==> config.mk <==
export PLATFORM = sky130hd
export DESIGN_NAME = cdp_alu
export DESIGN_NICKNAME = d
export VERILOG_FILES = /design/src/rtl/cdp_pkg.sv /design/src/rtl/cdp_logic_unit.sv /design/src/rtl/cdp_arith_unit.sv /design/src/rtl/cdp_flag_reg.sv /design/src/rtl/cdp_alu.sv
export SDC_FILE = /design/constraint.sdc
export NUM_CORES = 1
export LEC_CHECK = 0
export ABC_AREA = 1
export BUFFER_PORTS_ARGS = -buffer_cell sky130_fd_sc_hd__buf_2
export CAP_MARGIN = 20
export CORE_MARGIN = 10
export CORE_UTILIZATION = 37
export DETAILED_ROUTE_END_ITERATION = 10
export PLACE_DENSITY = 0.71
export SLEW_MARGIN = 40
export SYNTH_ARGS = -nofsm -noshare
export SYNTH_HDL_FRONTEND = slang
export SYNTH_SLANG_ARGS = --single-unit
export TNS_END_PERCENT = 5
==> constraint.sdc <==
create_clock -name clk -period 4.6 [get_ports clk]
set_input_delay 0.92 -clock clk [delete_from_list [all_inputs] [get_ports clk]]
set_output_delay 0.92 -clock clk [all_outputs]
set_load 0.02 [all_outputs]
==> src/rtl/cdp_pkg.sv <==
package cdp_pkg;

   typedef enum logic [3:0] {
      OP_AND = 4'd0,  OP_EOR = 4'd1,  OP_SUB = 4'd2,  OP_RSB = 4'd3,
      OP_ADD = 4'd4,  OP_ADC = 4'd5,  OP_SBC = 4'd6,  OP_RSC = 4'd7,
      OP_TST = 4'd8,  OP_TEQ = 4'd9,  OP_CMP = 4'd10, OP_CMN = 4'd11,
      OP_ORR = 4'd12, OP_MOV = 4'd13, OP_BIC = 4'd14, OP_MVN = 4'd15
   } alu_op_e;

   function automatic logic is_compare(alu_op_e o);
      return (o == OP_TST) || (o == OP_TEQ) || (o == OP_CMP) || (o == OP_CMN);
   endfunction

   function automatic logic is_logic(alu_op_e o);
      case (o)
         OP_AND, OP_EOR, OP_TST, OP_TEQ,
         OP_ORR, OP_MOV, OP_BIC, OP_MVN: return 1'b1;
         default:                        return 1'b0;
      endcase
   endfunction

   function automatic logic is_swapped(alu_op_e o);
      return (o == OP_RSB) || (o == OP_RSC);
   endfunction

   function automatic logic is_subtract(alu_op_e o);
      case (o)
         OP_SUB, OP_RSB, OP_SBC, OP_RSC, OP_CMP: return 1'b1;
         default:                                return 1'b0;
      endcase
   endfunction

   function automatic logic uses_carry(alu_op_e o);
      return (o == OP_ADC) || (o == OP_SBC) || (o == OP_RSC);
   endfunction

endpackage

==> src/rtl/cdp_logic_unit.sv <==
module cdp_logic_unit
   import cdp_pkg::*;
#(
   parameter int WIDTH = 32
) (
   input  alu_op_e            op,
   input  logic [WIDTH-1:0]   opa,
   input  logic [WIDTH-1:0]   opb,
   output logic [WIDTH-1:0]   out
);

   for (genvar i = 0; i < WIDTH; i++) begin : g_bit
      always_comb begin
         case (op)
            OP_AND, OP_TST: out[i] = opa[i] & opb[i];
            OP_EOR, OP_TEQ: out[i] = opa[i] ^ opb[i];
            OP_ORR:         out[i] = opa[i] | opb[i];
            OP_MOV:         out[i] = opb[i];
            OP_BIC:         out[i] = opa[i] & ~opb[i];
            OP_MVN:         out[i] = ~opb[i];
            default:        out[i] = 1'b0;
         endcase
      end
   end

endmodule

==> src/rtl/cdp_arith_unit.sv <==
module cdp_arith_unit #(
   parameter int WIDTH = 32
) (
   input  logic [WIDTH-1:0]   opa,
   input  logic [WIDTH-1:0]   opb,
   input  logic               swap,
   input  logic               subtract,
   input  logic               cin,
   output logic [WIDTH-1:0]   sum,
   output logic               cout,
   output logic               ovf
);

   localparam int MSB = WIDTH - 1;

   logic [WIDTH-1:0] lhs;
   logic [WIDTH-1:0] rhs;
   logic [WIDTH-1:0] rhs_eff;
   logic [WIDTH:0]   total;

   always_comb begin
      lhs     = swap ? opb : opa;
      rhs     = swap ? opa : opb;
      rhs_eff = subtract ? ~rhs : rhs;
      total   = {1'b0, lhs} + {1'b0, rhs_eff} + {{WIDTH{1'b0}}, cin};
      sum     = total[WIDTH-1:0];
      cout    = total[WIDTH];
      ovf     = (lhs[MSB] == rhs_eff[MSB]) && (sum[MSB] != lhs[MSB]);
   end

endmodule

==> src/rtl/cdp_flag_reg.sv <==
module cdp_flag_reg (
   input  logic clk,
   input  logic rst_n,
   input  logic upd_nz,
   input  logic upd_cv,
   input  logic n_in,
   input  logic z_in,
   input  logic c_in,
   input  logic v_in,
   output logic n_q,
   output logic z_q,
   output logic c_q,
   output logic v_q
);

   always_ff @(posedge clk or negedge rst_n) begin
      if (!rst_n) begin
         n_q <= 1'b0;
         z_q <= 1'b0;
      end else if (upd_nz) begin
         n_q <= n_in;
         z_q <= z_in;
      end
   end

   always_ff @(posedge clk or negedge rst_n) begin
      if (!rst_n) begin
         c_q <= 1'b0;
         v_q <= 1'b0;
      end else if (upd_cv) begin
         c_q <= c_in;
         v_q <= v_in;
      end
   end

endmodule

==> src/rtl/cdp_alu.sv <==
module cdp_alu
   import cdp_pkg::*;
#(
   parameter int WIDTH = 32
) (
   input  logic               clk,
   input  logic               rst_n,
   input  logic [3:0]         op,
   input  logic [WIDTH-1:0]   opa,
   input  logic [WIDTH-1:0]   opb,
   input  logic               carry_in,
   input  logic               set_flags,
   input  logic               cond_pass,
   input  logic               cond_always,
   output logic [WIDTH-1:0]   result,
   output logic               result_we,
   output logic               flag_n,
   output logic               flag_z,
   output logic               flag_c,
   output logic               flag_v
);

   localparam int MSB = WIDTH - 1;

   if (WIDTH < 2) begin : g_width_chk
      $error("cdp_alu: WIDTH must be at least 2");
   end

   alu_op_e          opc;
   logic             execute;
   logic             cmp_op;
   logic             log_op;
   logic             arith_cin;
   logic [WIDTH-1:0] logic_out;
   logic [WIDTH-1:0] arith_out;
   logic             arith_cout;
   logic             arith_ovf;
   logic             upd_nz;
   logic             upd_cv;

   assign opc       = alu_op_e'(op);
   assign execute   = cond_pass | cond_always;
   assign cmp_op    = is_compare(opc);
   assign log_op    = is_logic(opc);
   assign arith_cin = uses_carry(opc) ? carry_in : is_subtract(opc);

   cdp_logic_unit #(.WIDTH(WIDTH)) u_logic (
      .op  (opc),
      .opa (opa),
      .opb (opb),
      .out (logic_out)
   );

   cdp_arith_unit #(.WIDTH(WIDTH)) u_arith (
      .opa      (opa),
      .opb      (opb),
      .swap     (is_swapped(opc)),
      .subtract (is_subtract(opc)),
      .cin      (arith_cin),
      .sum      (arith_out),
      .cout     (arith_cout),
      .ovf      (arith_ovf)
   );

   assign result    = log_op ? logic_out : arith_out;
   assign result_we = execute & ~cmp_op;
   assign upd_nz    = execute & (set_flags | cmp_op);
   assign upd_cv    = upd_nz & ~log_op;

   cdp_flag_reg u_flags (
      .clk    (clk),
      .rst_n  (rst_n),
      .upd_nz (upd_nz),
      .upd_cv (upd_cv),
      .n_in   (result[MSB]),
      .z_in   (~|result),
      .c_in   (arith_cout),
      .v_in   (arith_ovf),
      .n_q    (flag_n),
      .z_q    (flag_z),
      .c_q    (flag_c),
      .v_q    (flag_v)
   );

endmodule

==> impl_metrics.yaml <==
run_status:
  status: "completed"
synthesis:
  ys_seq_elements: 4
  ys.warnings.count: 0
  synth_top_area_share: 0.276
  synth_cells: 1248
  synth_top_cell_by_area: "nand2_1"
  synth_edf_count: 0
  synth_area_leaders: "nand2_1 28%, inv_1 14%, ha_1 13%"
  async_reset_ff_frac: 1.00
  syn_nets: 1387
  syn_area_um2: 6090
  yosysSeqAreaShare: 0.0164
  avgSynthCellArea_um2: 4.88
  ys.flop_type: "dfrtp_1"
  yosysUniqueCellTypes: 39
layout:
  fin_area_um2: 7550
  seq_area_um2: 100
  fill_cells: 1793
  final_core_util: 0.472
  diodes: 0
  area_delta_synth_final_pct: 23.9
  multi_input_area_um2: 5130
  finalNetCount: 1514
  drive_above_1_share: 0.181
  instances_no_fill: 1589
floorplanning:
  dieArea_um2: 22000
  initial_core_util: 0.381
  core-area_um2: 16000
  num_io_pins: 111
  die_y_um: 148
  rows: 46
  die_w_um: 148
place:
  post_dp_cell_area_um2: 7060
  placed_cells: 1579
  dp.final_hpwl_mm: 19.1
  io_buffer_count: 110
  gp_congestion: 1.03
power_and_ir_drop:
  pwr-share-comb: 0.878
  ir_drop_mv: 0.311
  internal_power_w: 0.000618
  seqPwrFrac: 0.031
  leakagePower_nw: 4.32
  p_sw_w: 0.000868
  clkPwrFrac: 0.092
  p_per_area_nw_per_um2: 197
  netSwitchingFraction: 0.584
  p_total_w: 0.00149
flow_run:
  maxCapViolCount: 0
timing:
  post-route-min-period_ns: 4.47
  slew_headroom: 0.514
  fin_crit_sh: 0.971
  tightest_slew_ns: 0.729
  fin_setup_tns_ns: 0
  slew_viol_final: 0
  finalSetupViolCount: 0
  hold_viol: 0
  fmax_mhz: 224
  finClkSkew_ns: 0
  rsz0062_at_grt: "true"
global_routing:
  grt_overflow: 0
  grtUsageMet2: 0.344
  grt_max_degree: 69
  met1_usage: 0.259
  antenna_found_initial: 0
  grt_pass1_vias: 7716
  grt_pass1_wl_mm: 37.7
  grtUsageMet3: 0.0264
  track_usage: 0.203
  grt.busiest_layer: "met2"
critical_path:
  cp.arrival_ns: 3.55
  critical_path_class: "input pin to primary output"
  crit_top_cell: "nand3_1"
  cp_num_buf_inv: 4
  max_stage_delay_ns: 0.44
  start_kind: "input pin"
  critPathLaunch: "op[3]"
  end_kind: "primary output"
  worstPathMaxFanout: 4
  crit_chain: "buf_2 -> nand2_4 -> inv_2 -> nor2_4 -> nor2_4 -> a21oi_1 -> a22oi_1 -> fa_2 -> fa_2 -> nand3_1 -> nand3_1 -> nand3_1 -> nand3_2 -> nand2_2 -> nand3_1 -> nand2_1 -> nor2_1 -> nor2_2 -> inv_1 -> buf_2"
  path_delay_family: "simple AND/OR/NAND/NOR gates"
  worst_ep_required_time_ns: 3.68
  reg2reg_from: "u_flags.n_q$_DFFE_PN0P_"
  slowest_stage: "fa_2"
clocking:
  path_clk_slew_ns: 0.03
  insertion_delay_ns: 0.22
  tritoncts: "yes"
  cts_hold_buf: 0
  cts_made_buffers: 3
  cts.sinks: 4
  clockBufferDepth: 2
  cts-root-buf: "clkbuf_16"
  cts-htree-levels: 1
drt:
  drcViolationCount: 0
  drt-total-wl_mm: 24.4
  vias: 8499
  dr.first_iter.drc_count: 1057
  ant_nets: 0
  drt_first_pass_iters: 6
  wire_per_inst_um: 15.4
  vias_per_cell: 5.35
worst_hold_path:
  hold_path_class: "input pin to async pin"
area by class of cell:
cell class	count	area share
Tap cell	216	0.0358
Inverter	235	0.117
Timing Repair Buffer	162	0.144
Multi-Input combinational cell	969	0.680
Clock buffer	3	0.00994
Sequential cell	4	0.0133
registers in the layout, summed over array words and instances (netlist names):
signal / count
u_flags.c_q: 1
u_flags.z_q: 1
u_flags.v_q: 1
u_flags.n_q: 1
per-layer routing:
layer  share of wire  vias to the layer above  wire [um]
li1                -                     4229          -
met1            0.41                     3824      10100
met2            0.47                      397      11400
met3           0.089                       49       2180
met4           0.031                        0        754
met5               0                        -          0
cells in the final DEF (no fill, tap or decap), types with 11 or more instances in the layout:
cell	Yosys	layout
o21ai_0	90	89
nor2_2	2	15
buf_2	12	106
a21oi_1	95	87
nand4_1	27	27
nand3_1	81	75
nand2_2	2	25
a22oi_1	12	11
buf_4	4	46
ha_1	63	56
nor2_1	87	70
inv_1	232	230
nand2_1	448	424
worst reg2reg max path, delay by kind of cell (launching register included):
family | cells | cell delay [ns]
flip-flops | 1 | 0.38
AND/OR/NAND/NOR | 1 | 0.14
AO/OA/AOI/OAI | 1 | 0.06
path summary, 6_finish.rpt:
| check | endpoint | slack (ns) | depth (start not counted) |
|---|---|---|---|
| worst max-delay path | result[28] | 0.13 | 20 |
| worst min-delay path | u_flags.c_q$_DFFE_PN0P_ | 0.49 | 1 |
| worst max register to register | u_flags.n_q$_DFFE_PN0P_ | 3.88 | 2 |
| worst min register to register | u_flags.z_q$_DFFE_PN0P_ | 0.51 | 2 |
| max in group asynchronous | u_flags.v_q$_DFFE_PN0P_ | 3.99 | 1 |
| min in group clk | u_flags.z_q$_DFFE_PN0P_ | 0.51 | 2 |
what timing repair did:
action,in CTS,in global routing
endpoints found under the setup margin,4,22
gates resized for setup,2,91
pin swaps,0,18
gates cloned,0,3
setup buffers,0,4
Yosys cell counts (5+ instances only):
master	number
nor2_1	87
o211ai_1	7
o2111ai_1	5
o21ai_0	90
xor2_1	7
a21oi_1	95
inv_1	232
a211oi_1	5
buf_2	12
ha_1	63
a22oi_1	12
nand3_1	81
nand2_1	448
o22ai_1	8
nand4_1	27
buf_6	5
clkbuf_1	19
cells by family after synthesis:
family,Yosys count,synth area share
buffers and inverters,275,0.180
AOI/OAI and AO/OA,233,0.210
adders and majority gates,65,0.136
xor gates and xnor gates,8,0.0115
DFF,4,0.0164
and+or+nand+nor,663,0.446
power by group through the flow:
stage | Clock, W | Combinational [W] | Sequential (W)
after floorplan | 0 | 0.000785 | 0.0000537
after global placement | 0 | 0.00118 | 0.0000448
after detailed placement | 0 | 0.00119 | 0.0000455
after CTS | 0.000138 | 0.00119 | 0.0000457
after global routing | 0.000140 | 0.00144 | 0.0000463
final | 0.000136 | 0.00130 | 0.0000458
stage by stage:
| step | worst slack (ns) | hold WS (ns) |
|---|---|---|
| after floorplan | 0.00205 | 0.600 |
| after global placement | -0.0157 | 0.475 |
| after detailed placement | -0.0690 | 0.495 |
| after CTS | 0.0106 | 0.490 |
| after global routing | -0.0512 | 0.492 |
| final | 0.132 | 0.491 |
Note: power is estimated with default switching activity, not from simulation.
